$ cat src/rtl/tg_pkg.sv
package tg_pkg;
  localparam int NUM_EXT  = 8;
  localparam int NUM_CNT  = 2;
  localparam int NUM_SRC  = NUM_EXT + NUM_CNT;
  localparam int DATA_W   = 32;
  localparam int VIOL_BIT = 0;
  localparam int NV_BIT   = 1;
  localparam int TMR_BIT  = 2;
  localparam int MON_BIT  = 3;
  localparam int EXT_LSB  = 16;
  localparam int SOFT_BIT = 29;
  localparam int HARD_BIT = 30;

  typedef enum logic [1:0] {
    SEL_STATUS = 2'd0,
    SEL_ENABLE = 2'd1,
    SEL_LOCK   = 2'd2,
    SEL_IRQEN  = 2'd3
  } regSel_e;

  typedef struct packed {
    logic [NUM_SRC-1:0] clrDetect;
    logic               clrViol;
    logic               clrNonValid;
    logic               ldEnable;
    logic [NUM_SRC-1:0] enableVal;
    logic               setSoft;
    logic               setHard;
    logic               ldIrq;
    logic               irqVal;
  } tgStrobe_t;
endpackage

$ cat src/rtl/tg_sync_edge.sv
module tg_sync_edge #(
  parameter int WIDTH  = 8,
  parameter int STAGES = 2
) (
  input  logic             clk,
  input  logic             rstN,
  input  logic [WIDTH-1:0] asyncIn,
  output logic [WIDTH-1:0] risePulse
);
  for (genvar b = 0; b < WIDTH; b++) begin : g_bit
    logic [STAGES-1:0] chain;
    logic              prevLvl;
    always_ff @(posedge clk or negedge rstN) begin
      if (!rstN) begin
        chain   <= '0;
        prevLvl <= 1'b0;
      end else begin
        chain   <= {chain[STAGES-2:0], asyncIn[b]};
        prevLvl <= chain[STAGES-1];
      end
    end
    assign risePulse[b] = chain[STAGES-1] & ~prevLvl;
  end
endmodule

$ cat src/rtl/tg_ctrl.sv
module tg_ctrl
  import tg_pkg::*;
(
  input  logic               wrEn,
  input  logic [1:0]         wrAddr,
  input  logic [DATA_W-1:0]  wrData,
  input  logic [NUM_SRC-1:0] detectVec,
  input  logic               lockSoft,
  input  logic               lockHard,
  output tgStrobe_t          strobe
);
  logic               wrStatus;
  logic               lockAny;
  logic [NUM_SRC-1:0] clrMask;
  logic               unusedBits;

  assign wrStatus = wrEn && (regSel_e'(wrAddr) == SEL_STATUS);
  assign lockAny  = lockSoft | lockHard;

  always_comb begin
    for (int i = 0; i < NUM_EXT; i++) clrMask[i] = wrData[EXT_LSB+i];
    clrMask[NUM_EXT]   = wrData[TMR_BIT];
    clrMask[NUM_EXT+1] = wrData[MON_BIT];
  end

  always_comb begin
    strobe             = '0;
    strobe.clrDetect   = (wrStatus && !lockAny) ? clrMask : '0;
    strobe.clrViol     = wrStatus && wrData[VIOL_BIT] && (detectVec == '0);
    strobe.clrNonValid = wrStatus && wrData[NV_BIT];
    strobe.ldEnable    = wrEn && (regSel_e'(wrAddr) == SEL_ENABLE);
    strobe.enableVal   = wrData[NUM_SRC-1:0];
    strobe.setSoft     = wrEn && (regSel_e'(wrAddr) == SEL_LOCK) && wrData[SOFT_BIT];
    strobe.setHard     = wrEn && (regSel_e'(wrAddr) == SEL_LOCK) && wrData[HARD_BIT];
    strobe.ldIrq       = wrEn && (regSel_e'(wrAddr) == SEL_IRQEN);
    strobe.irqVal      = wrData[0];
  end

  assign unusedBits = ^{wrData[DATA_W-1], wrData[28:EXT_LSB+NUM_EXT],
                        wrData[EXT_LSB-1:NUM_SRC]};
endmodule

$ cat src/rtl/tg_datapath.sv
module tg_datapath
  import tg_pkg::*;
(
  input  logic               clk,
  input  logic               rstN,
  input  logic [NUM_SRC-1:0] eventVec,
  input  tgStrobe_t          strobe,
  output logic [NUM_SRC-1:0] detectVec,
  output logic [NUM_SRC-1:0] enableVec,
  output logic               violFlag,
  output logic               nonValid,
  output logic               lockSoft,
  output logic               lockHard,
  output logic               irqEn
);
  logic enabledHit;
  assign enabledHit = |(eventVec & enableVec);

  always_ff @(posedge clk or negedge rstN) begin
    if (!rstN) begin
      detectVec <= '0;
      enableVec <= '0;
      violFlag  <= 1'b0;
      nonValid  <= 1'b0;
      lockSoft  <= 1'b0;
      lockHard  <= 1'b0;
      irqEn     <= 1'b0;
    end else begin
      detectVec <= (detectVec & ~strobe.clrDetect) | eventVec;
      violFlag  <= enabledHit | (violFlag & ~strobe.clrViol);
      nonValid  <= enabledHit | (nonValid & ~strobe.clrNonValid);
      lockSoft  <= lockSoft | strobe.setSoft;
      lockHard  <= lockHard | strobe.setHard;
      if (strobe.ldEnable) enableVec <= strobe.enableVal;
      if (strobe.ldIrq)    irqEn     <= strobe.irqVal;
    end
  end
endmodule

$ cat src/rtl/tamper_guard.sv
module tamper_guard
  import tg_pkg::*;
#(
  parameter int SYNC_STAGES = 2
) (
  input  logic              clk,
  input  logic              rstN,
  input  logic [NUM_EXT-1:0] extTamper,
  input  logic              tmrOvf,
  input  logic              monoOvf,
  input  logic              wrEn,
  input  logic [1:0]        wrAddr,
  input  logic [DATA_W-1:0] wrData,
  output logic [DATA_W-1:0] statusWord,
  output logic              violFlag,
  output logic              nonValid,
  output logic              violIrq
);
  logic [NUM_EXT-1:0] extEdge;
  logic [NUM_SRC-1:0] eventVec;
  logic [NUM_SRC-1:0] detectVec;
  logic [NUM_SRC-1:0] enableVec;
  logic               lockSoft;
  logic               lockHard;
  logic               irqEn;
  tgStrobe_t          strobe;

  tg_sync_edge #(.WIDTH(NUM_EXT), .STAGES(SYNC_STAGES)) u_sync (
    .clk(clk), .rstN(rstN), .asyncIn(extTamper), .risePulse(extEdge)
  );

  assign eventVec = {monoOvf, tmrOvf, extEdge};

  tg_ctrl u_ctrl (
    .wrEn(wrEn), .wrAddr(wrAddr), .wrData(wrData), .detectVec(detectVec),
    .lockSoft(lockSoft), .lockHard(lockHard), .strobe(strobe)
  );

  tg_datapath u_dp (
    .clk(clk), .rstN(rstN), .eventVec(eventVec), .strobe(strobe),
    .detectVec(detectVec), .enableVec(enableVec), .violFlag(violFlag),
    .nonValid(nonValid), .lockSoft(lockSoft), .lockHard(lockHard), .irqEn(irqEn)
  );

  always_comb begin
    statusWord           = '0;
    statusWord[VIOL_BIT] = violFlag;
    statusWord[NV_BIT]   = nonValid;
    statusWord[TMR_BIT]  = detectVec[NUM_EXT];
    statusWord[MON_BIT]  = detectVec[NUM_EXT+1];
    for (int i = 0; i < NUM_EXT; i++) statusWord[EXT_LSB+i] = detectVec[i];
  end

  assign violIrq = violFlag & irqEn;
endmodule

$ cat config.mk
export PLATFORM = sky130hd
export DESIGN_NAME = tamper_guard
export DESIGN_NICKNAME = d
export VERILOG_FILES = /design/src/rtl/tg_pkg.sv /design/src/rtl/tg_sync_edge.sv /design/src/rtl/tg_ctrl.sv /design/src/rtl/tg_datapath.sv /design/src/rtl/tamper_guard.sv
export SDC_FILE = /design/constraint.sdc
export NUM_CORES = 1
export LEC_CHECK = 0
export ABC_AREA = 1
export BUFFER_PORTS_ARGS = -buffer_cell sky130_fd_sc_hd__buf_2
export CORE_MARGIN = 10
export CORE_UTILIZATION = 27
export CTS_BUF_LIST = sky130_fd_sc_hd__clkbuf_4 sky130_fd_sc_hd__clkbuf_8
export DETAILED_ROUTE_END_ITERATION = 10
export SETUP_SLACK_MARGIN = 0.15
export SYNTH_ARGS = -nofsm -noshare
export SYNTH_HDL_FRONTEND = slang
export SYNTH_SLANG_ARGS = --single-unit
$ cat constraint.sdc
create_clock -name clk -period 2.6 [get_ports clk]
set_input_delay 0.78 -clock clk [delete_from_list [all_inputs] [get_ports clk]]
set_output_delay 0.78 -clock clk [all_outputs]
set_load 0.05 [all_outputs]
==> flow_summary_export.csv, run 1 <==
group,metric,value,unit
outcome,status,"complete, no violations",
power_and_ir_drop,p_sw_frac,0.2791,
worst_setup_path,reg2regPathDepth,4,
power_and_ir_drop,p_seq_frac,0.571,
power_and_ir_drop,p_leak,1.162,nW
timing,setup_viol,0,
yosys,yosys_warnings,0,
placed_design,port_buffers,49,
yosys,synth_top_cell_area_share,0.6327,
timing,finalHoldViolCount,0,
worst_setup_path,critPathArrivalTime,1.06,ns
worst_setup_path,cp-startpoint,"u_dp.violFlag",
drt,wl,4.276,mm
clocking,cts_made_buffers,5,
global_routing,grt_max_degree,35,
clocking,cts_resized,0,
worst_setup_path,r2r_start,"u_dp.lockHard",
global_routing,grtUsageTotal,0.07838,
yosys,synth-seq-cells,49,
floorplanning,fp.dieArea,0.01097,mm²
worst_setup_path,cp-end-kind,"output port",
cells_and_area,utilization,0.3348,
yosys,synth.yosys.seq_area_share,0.6327,
power_and_ir_drop,powerDensity,636.1,mW/mm²
timing,grt_setup_unrepaired,"no",
yosys,yosysTopAreaCell,"dfrtp_1",
yosys,syn_inst,187,
global_routing,antenna_found_initial,0,
worst_setup_path,endpoint,"violIrq",
timing,finClkSkew,0.004915,ns
timing,worst_pin_slew,0.7522,ns
drt,drt_iter0_markers,26,
worst_setup_path,crit_slowest_cell,"dfrtp_1",
global_routing,grt_pass1_wl,6.865,mm
drt,wire_per_inst,12.65,µm
timing,fmax,542.1,MHz
floorplanning,row_count,30,
worst_setup_path,path_cells,"nand2_1 > inv_1 > buf_2",
cells_and_area,fillers,743,
worst_setup_path,r2r-end,"u_dp.detectVec[4]",
yosys,synth_cell_types,15,
floorplanning,pin_count,82,
clocking,root_buffer,"clkbuf_8",
power_and_ir_drop,p_int,0.001055,W
clocking,htree_levels,2,
worst_setup_path,cp.depth,3,
placed_design,dp_hpwl,3.405,mm
clocking,cts_sinks,49,
clocking,cts_tree,"built",
cells_and_area,fin_nets,288,
cells_and_area,final_cell_mix,"buf_2, dfrtp_1, nand2_1, inv_1, conb_1",
timing,fin_crit_sh,0.7094,
global_routing,grt_overflow,0,
run,drv_cap,0,
worst_setup_path,cp_max_fo,4,
timing,worst_hold_slack,0.3521,ns
floorplanning,die_x,104.7,µm
drt,dr.pass1.iters,4,
floorplanning,core,0.006869,mm²
worst_setup_path,cp.required,1.82,ns
cells_and_area,drive_gt1_frac,0.2727,
floorplanning,initial_core_util,0.2821,
drt,drt_drc_violations_left,0,
worst_setup_path,r2r_slack,1.17,ns
worst_setup_path,max_stage_delay,0.40,ns
clocking,clk_latency,0.30,ns
yosys,synth_area_leaders,"dfrtp_1, buf_4, nand2_1, inv_1, o21ai_0",
placed_design,gp_congestion,0.7358,
timing,finalSetupTns,0,ns
drt,postRouteAntennaNets,0,
worst_setup_path,critPathLaunchType,"flip-flop",
timing,slew_headroom,0.4985,
cells_and_area,area_growth_syn_to_layout,18.66,%
cells_and_area,n_antenna_cell,0,
timing,drv_slew,0,
floorplanning,fp.dieH,104.7,µm
clocking,cts_setup_buffers,0,
power_and_ir_drop,power_frac_clock,0.296,
drt,num_vias,1270,
timing,layout_min_cycle_time,1.845,ns
drt,vias_per_cell,3.757,
power_and_ir_drop,ir_worst_vdd,266.7,µV
worst_setup_path,worstSetupPathType,"reg -> out",
min_path,worstHoldPathType,"reg -> reg",
worst_setup_path,critPathTopFamily,"flip-flops",
worst_setup_path,crit_buf_inv,2,
global_routing,grt_pass1_vias,1371,
power_and_ir_drop,pwr-share-comb,0.133,
yosys,synth_area_per_cell,10.36,µm²
power_and_ir_drop,switchingPower,0.0004083,W
clocking,clk_pin_slew,0.09,ns
clocking,clk_path_buf_depth,2,
yosys,syn-cell-area,0.001938,mm²
clocking,holdBufCountCts,0,
[final cells by class]
cell class / count / area, µm² / area share
flip-flops and latches: 49 / 1226 / 0.5332
well taps: 96 / 120.1 / 0.05223
clock inverters: 3 / 17.52 / 0.007617
inverters: 29 / 108.9 / 0.04733
clock buffers: 5 / 68.82 / 0.02992
multi-input cells: 105 / 498.0 / 0.2165
repair buffers: 51 / 260.3 / 0.1132
[worst register-to-register path: stages (launching register included)]
cell,delay [ns]
dfrtp_1,0.37
inv_1,0.06
nand4_1,0.44
o21ai_0,0.31
o21ai_0,0.12
[registers in the layout (all words and copies together) (netlist names)]
register	flops
u_sync.g_bit.chain	16
u_dp.detectVec	10
u_dp.enableVec	10
u_sync.g_bit.prevLvl	8
u_dp.irqEn	1
u_dp.lockHard	1
u_dp.lockSoft	1
u_dp.nonValid	1
u_dp.violFlag	1
[through the flow]
stage	setup slack (ns)	std cells	total power [W]	cell area, µm²
detailed placement	0.4954	330	0.001047	2213
floorplan	0.7639	206	0.001005	2009
global placement	0.5640	330	0.001041	2213
finish	0.7554	338	0.001463	2300
CTS	0.7427	338	0.001487	2300
global route	0.6730	338	0.001555	2300
[cell usage after synthesis]
library cell  instances
nand4_1               1
mux2_4                2
buf_6                 1
nor2_1               11
a21oi_1               1
buf_4                22
nand3_2               1
nand2_1              34
dfrtp_1              49
nand3_1              14
o21bai_1              1
mux2_2                4
conb_1                1
inv_1                29
o21ai_0              16
[metal layers]
| layer | track usage | routed length [µm] | part of all wire |
|---|---|---|---|
| met1 | 0.08511 | 1782 | 0.42 |
| met2 | 0.1246 | 1958 | 0.46 |
| met3 | 0.04853 | 485 | 0.11 |
| met4 | 0.02353 | 50 | 0.012 |
| met5 | 0 | 0 | 0 |
[worst min path at each step]
stage	startpoint	end	slack, ns	depth (start not counted)
after floorplan	u_sync.g_bit[0].chain[0]	u_sync.g_bit[0].chain[1]	0.33	0
after global placement	u_sync.g_bit[5].chain[0]	u_sync.g_bit[5].chain[1]	0.33	0
after detailed placement	u_sync.g_bit[0].chain[0]	u_sync.g_bit[0].chain[1]	0.33	0
after CTS	u_sync.g_bit[0].chain[0]	u_sync.g_bit[0].chain[1]	0.35	0
after global routing	u_sync.g_bit[3].chain[0]	u_sync.g_bit[3].chain[1]	0.36	0
final	u_sync.g_bit[1].chain[0]	u_sync.g_bit[1].chain[1]	0.35	0
[power by group through the flow]
stage,sequential (W),clock (W),combinational [W]
after floorplan,0.000845,0,0.000160
final,0.000835,0.000433,0.000195
after detailed placement,0.000850,0,0.000197
after CTS,0.000835,0.000455,0.000197
after global placement,0.000848,0,0.000193
after global routing,0.000840,0.000499,0.000216
[cell families after synthesis]
kind of cell,count (synthesis),synth area share
AOI/OAI and AO/OA,18,0.04777
DFF,49,0.6327
and+or+nand+nor,61,0.1317
other,1,0.001935
buffers and inverters,52,0.1472
muxes,6,0.03873
Note: power is estimated with default switching activity, not from simulation.
==> inputs of run 2 (changes only) <==
==> constraint.sdc (replaced) <==
create_clock -name clk -period 1.7 [get_ports clk]
set_input_delay 0.51 -clock clk [delete_from_list [all_inputs] [get_ports clk]]
set_output_delay 0.51 -clock clk [all_outputs]
set_load 0.05 [all_outputs]
==> flow_summary_export.csv, run 2 (synthesis results as in run 1) <==
group,metric,value,unit
outcome,status,"complete, no violations",
timing,grt_setup_unrepaired,"no",
worst_setup_path,path_cells,"buf_2",
drt,wl,4.246,mm
worst_setup_path,critPathArrivalTime,0.99,ns
placed_design,port_buffers,49,
cells_and_area,area_growth_syn_to_layout,20.21,%
power_and_ir_drop,powerDensity,962.7,mW/mm²
timing,finalWorstSetupSlack,0.1959,ns
worst_setup_path,cp_max_fo,3,
timing,finalSetupTns,0,ns
cells_and_area,fin_nets,289,
worst_setup_path,reg2regPathDepth,5,
worst_setup_path,r2r_slack,0.63,ns
clocking,htree_levels,2,
drt,dr.pass1.iters,4,
timing,layout_min_cycle_time,1.504,ns
timing,setup_viol,0,
clocking,root_buffer,"clkbuf_8",
cells_and_area,n_antenna_cell,0,
floorplanning,row_count,30,
placed_design,dp_hpwl,3.310,mm
timing,drv_slew,0,
drt,vias_per_cell,3.808,
timing,fmax,664.9,MHz
worst_setup_path,critPathTopFamily,"flip-flops",
worst_setup_path,crit_slowest_cell,"dfrtp_1",
floorplanning,fp.dieH,104.7,µm
worst_setup_path,worstSetupPathType,"reg -> out",
placed_design,gp_congestion,0.7316,
clocking,clk_path_buf_depth,2,
worst_setup_path,r2r-end,"u_dp.detectVec[7]",
cells_and_area,largest_reg_flops,16,
timing,finalHoldViolCount,0,
cells_and_area,final_cell_mix,"buf_2, dfrtp_1, nand2_1, inv_1, conb_1",
worst_setup_path,max_stage_delay,0.41,ns
global_routing,grt_busiest_layer,"met2",
worst_setup_path,endpoint,"statusWord[2]",
clocking,clk_latency,0.30,ns
timing,finClkSkew,0.006916,ns
floorplanning,die_x,104.7,µm
clocking,cts_tree,"built",
power_and_ir_drop,ir_worst_vdd,336.9,µV
floorplanning,core,0.006869,mm²
global_routing,grt_max_degree,50,
drt,num_vias,1291,
power_and_ir_drop,p_leak,1.171,nW
worst_setup_path,crit_buf_inv,1,
clocking,cts_sinks,49,
global_routing,grt_use_met2,0.1277,
worst_setup_path,cp.required,1.19,ns
worst_setup_path,cp-end-kind,"output port",
global_routing,grt_use_met1,0.08904,
global_routing,use_met3,0.03993,
clocking,clk_pin_slew,0.09,ns
cells_and_area,drive_gt1_frac,0.2840,
worst_setup_path,cp.depth,1,
worst_setup_path,cp-startpoint,"u_dp.detectVec[8]",
drt,drt_drc_violations_left,0,
floorplanning,fp.dieArea,0.01097,mm²
clocking,holdBufCountCts,0,
clocking,cts_made_buffers,5,
run,drv_cap,0,
timing,fin_crit_sh,0.8847,
cells_and_area,largestRegisters,"u_sync.g_bit.chain (16), u_dp.detectVec (10), u_dp.enableVec (10)",
clocking,cts_setup_buffers,0,
drt,wire_per_inst,12.53,µm
drt,drt_iter0_markers,46,
global_routing,grt_overflow,0,
floorplanning,initial_core_util,0.2821,
global_routing,grt_pass1_wl,7.162,mm
drt,postRouteAntennaNets,0,
worst_setup_path,r2r_start,"u_dp.lockSoft",
min_path,worstHoldPathType,"in -> async",
floorplanning,pin_count,82,
global_routing,antenna_found_initial,0,
placed_design,post-place-ws,0.1682,ns
global_routing,grtUsageTotal,0.07988,
worst_setup_path,critPathLaunchType,"flip-flop",
cells_and_area,top_register,"u_sync.g_bit.chain",
global_routing,grt_pass1_vias,1489,
-- run 2: changes by cell type in the layout (fill, tap and decap cells not counted) --
cell / delta
buf_12: +1
buf_2: -1
buf_6: +1
dfrtp_1: -1
dfrtp_2: +1
nand2_1: -1
nand2_2: +1
-- run 2: layout make-up --
class	instances	area, µm²
multi-input cells	105	500.5
fillers	740	4539
repair buffers	52	286.5
flip-flops and latches	49	1227
clock buffers	5	68.82
clock inverters	3	17.52
well taps	96	120.1
inverters	29	108.9
-- run 2: how the worst min path moves through the flow --
| stage | slack, ns | to | from | cells after the start |
|---|---|---|---|---|
| 2_1_floorplan | 0.21 | u_dp.detectVec[0] | rstN | 0 |
| 3_3_place_gp | 0.33 | u_sync.g_bit[5].chain[1] | u_sync.g_bit[5].chain[0] | 0 |
| 3_5_place_dp | 0.34 | u_sync.g_bit[3].chain[1] | u_sync.g_bit[3].chain[0] | 0 |
| 4_1_cts | 0.19 | u_sync.g_bit[6].chain[0] | rstN | 2 |
| 5_1_grt | 0.19 | u_sync.g_bit[6].chain[0] | rstN | 2 |
| 6_report | 0.18 | u_sync.g_bit[6].chain[0] | rstN | 2 |
-- run 2: metal layers --
metal  wire (µm)  part of all wire
met3         432              0.10
met1        1796              0.42
met5           0                 0
met4          80             0.019
met2        1936              0.46
-- run 2: through the flow --
step | cell area [µm²] | instances | utilization | total power (W) | hold WS [ns]
3_5_place_dp | 2235 | 331 | 0.3253 | 0.001604 | 0.3355
2_1_floorplan | 2011 | 206 | - | 0.001536 | 0.2144
4_1_cts | 2323 | 339 | 0.3383 | 0.002283 | 0.1865
3_3_place_gp | 2235 | 331 | 0.3253 | 0.001596 | 0.3316
6_report | 2330 | 339 | 0.3392 | 0.002243 | 0.1774
5_1_grt | 2330 | 339 | 0.3392 | 0.002388 | 0.1904
-- run 2: report_power, final --
part	total [W]	switching, W	internal, W
sequential	0.00128	0.0000371	0.00124
combinational	0.000308	0.000210	0.0000974
clock	0.000658	0.000374	0.000284
-- run 2: timing repair --
item / in CTS / in global routing
hold endpoints to repair: 0 / 0
pin swaps: 0 / 1
resized for setup: 1 / 2
endpoints found under the setup margin: 1 / 1
gates cloned: 0 / 0
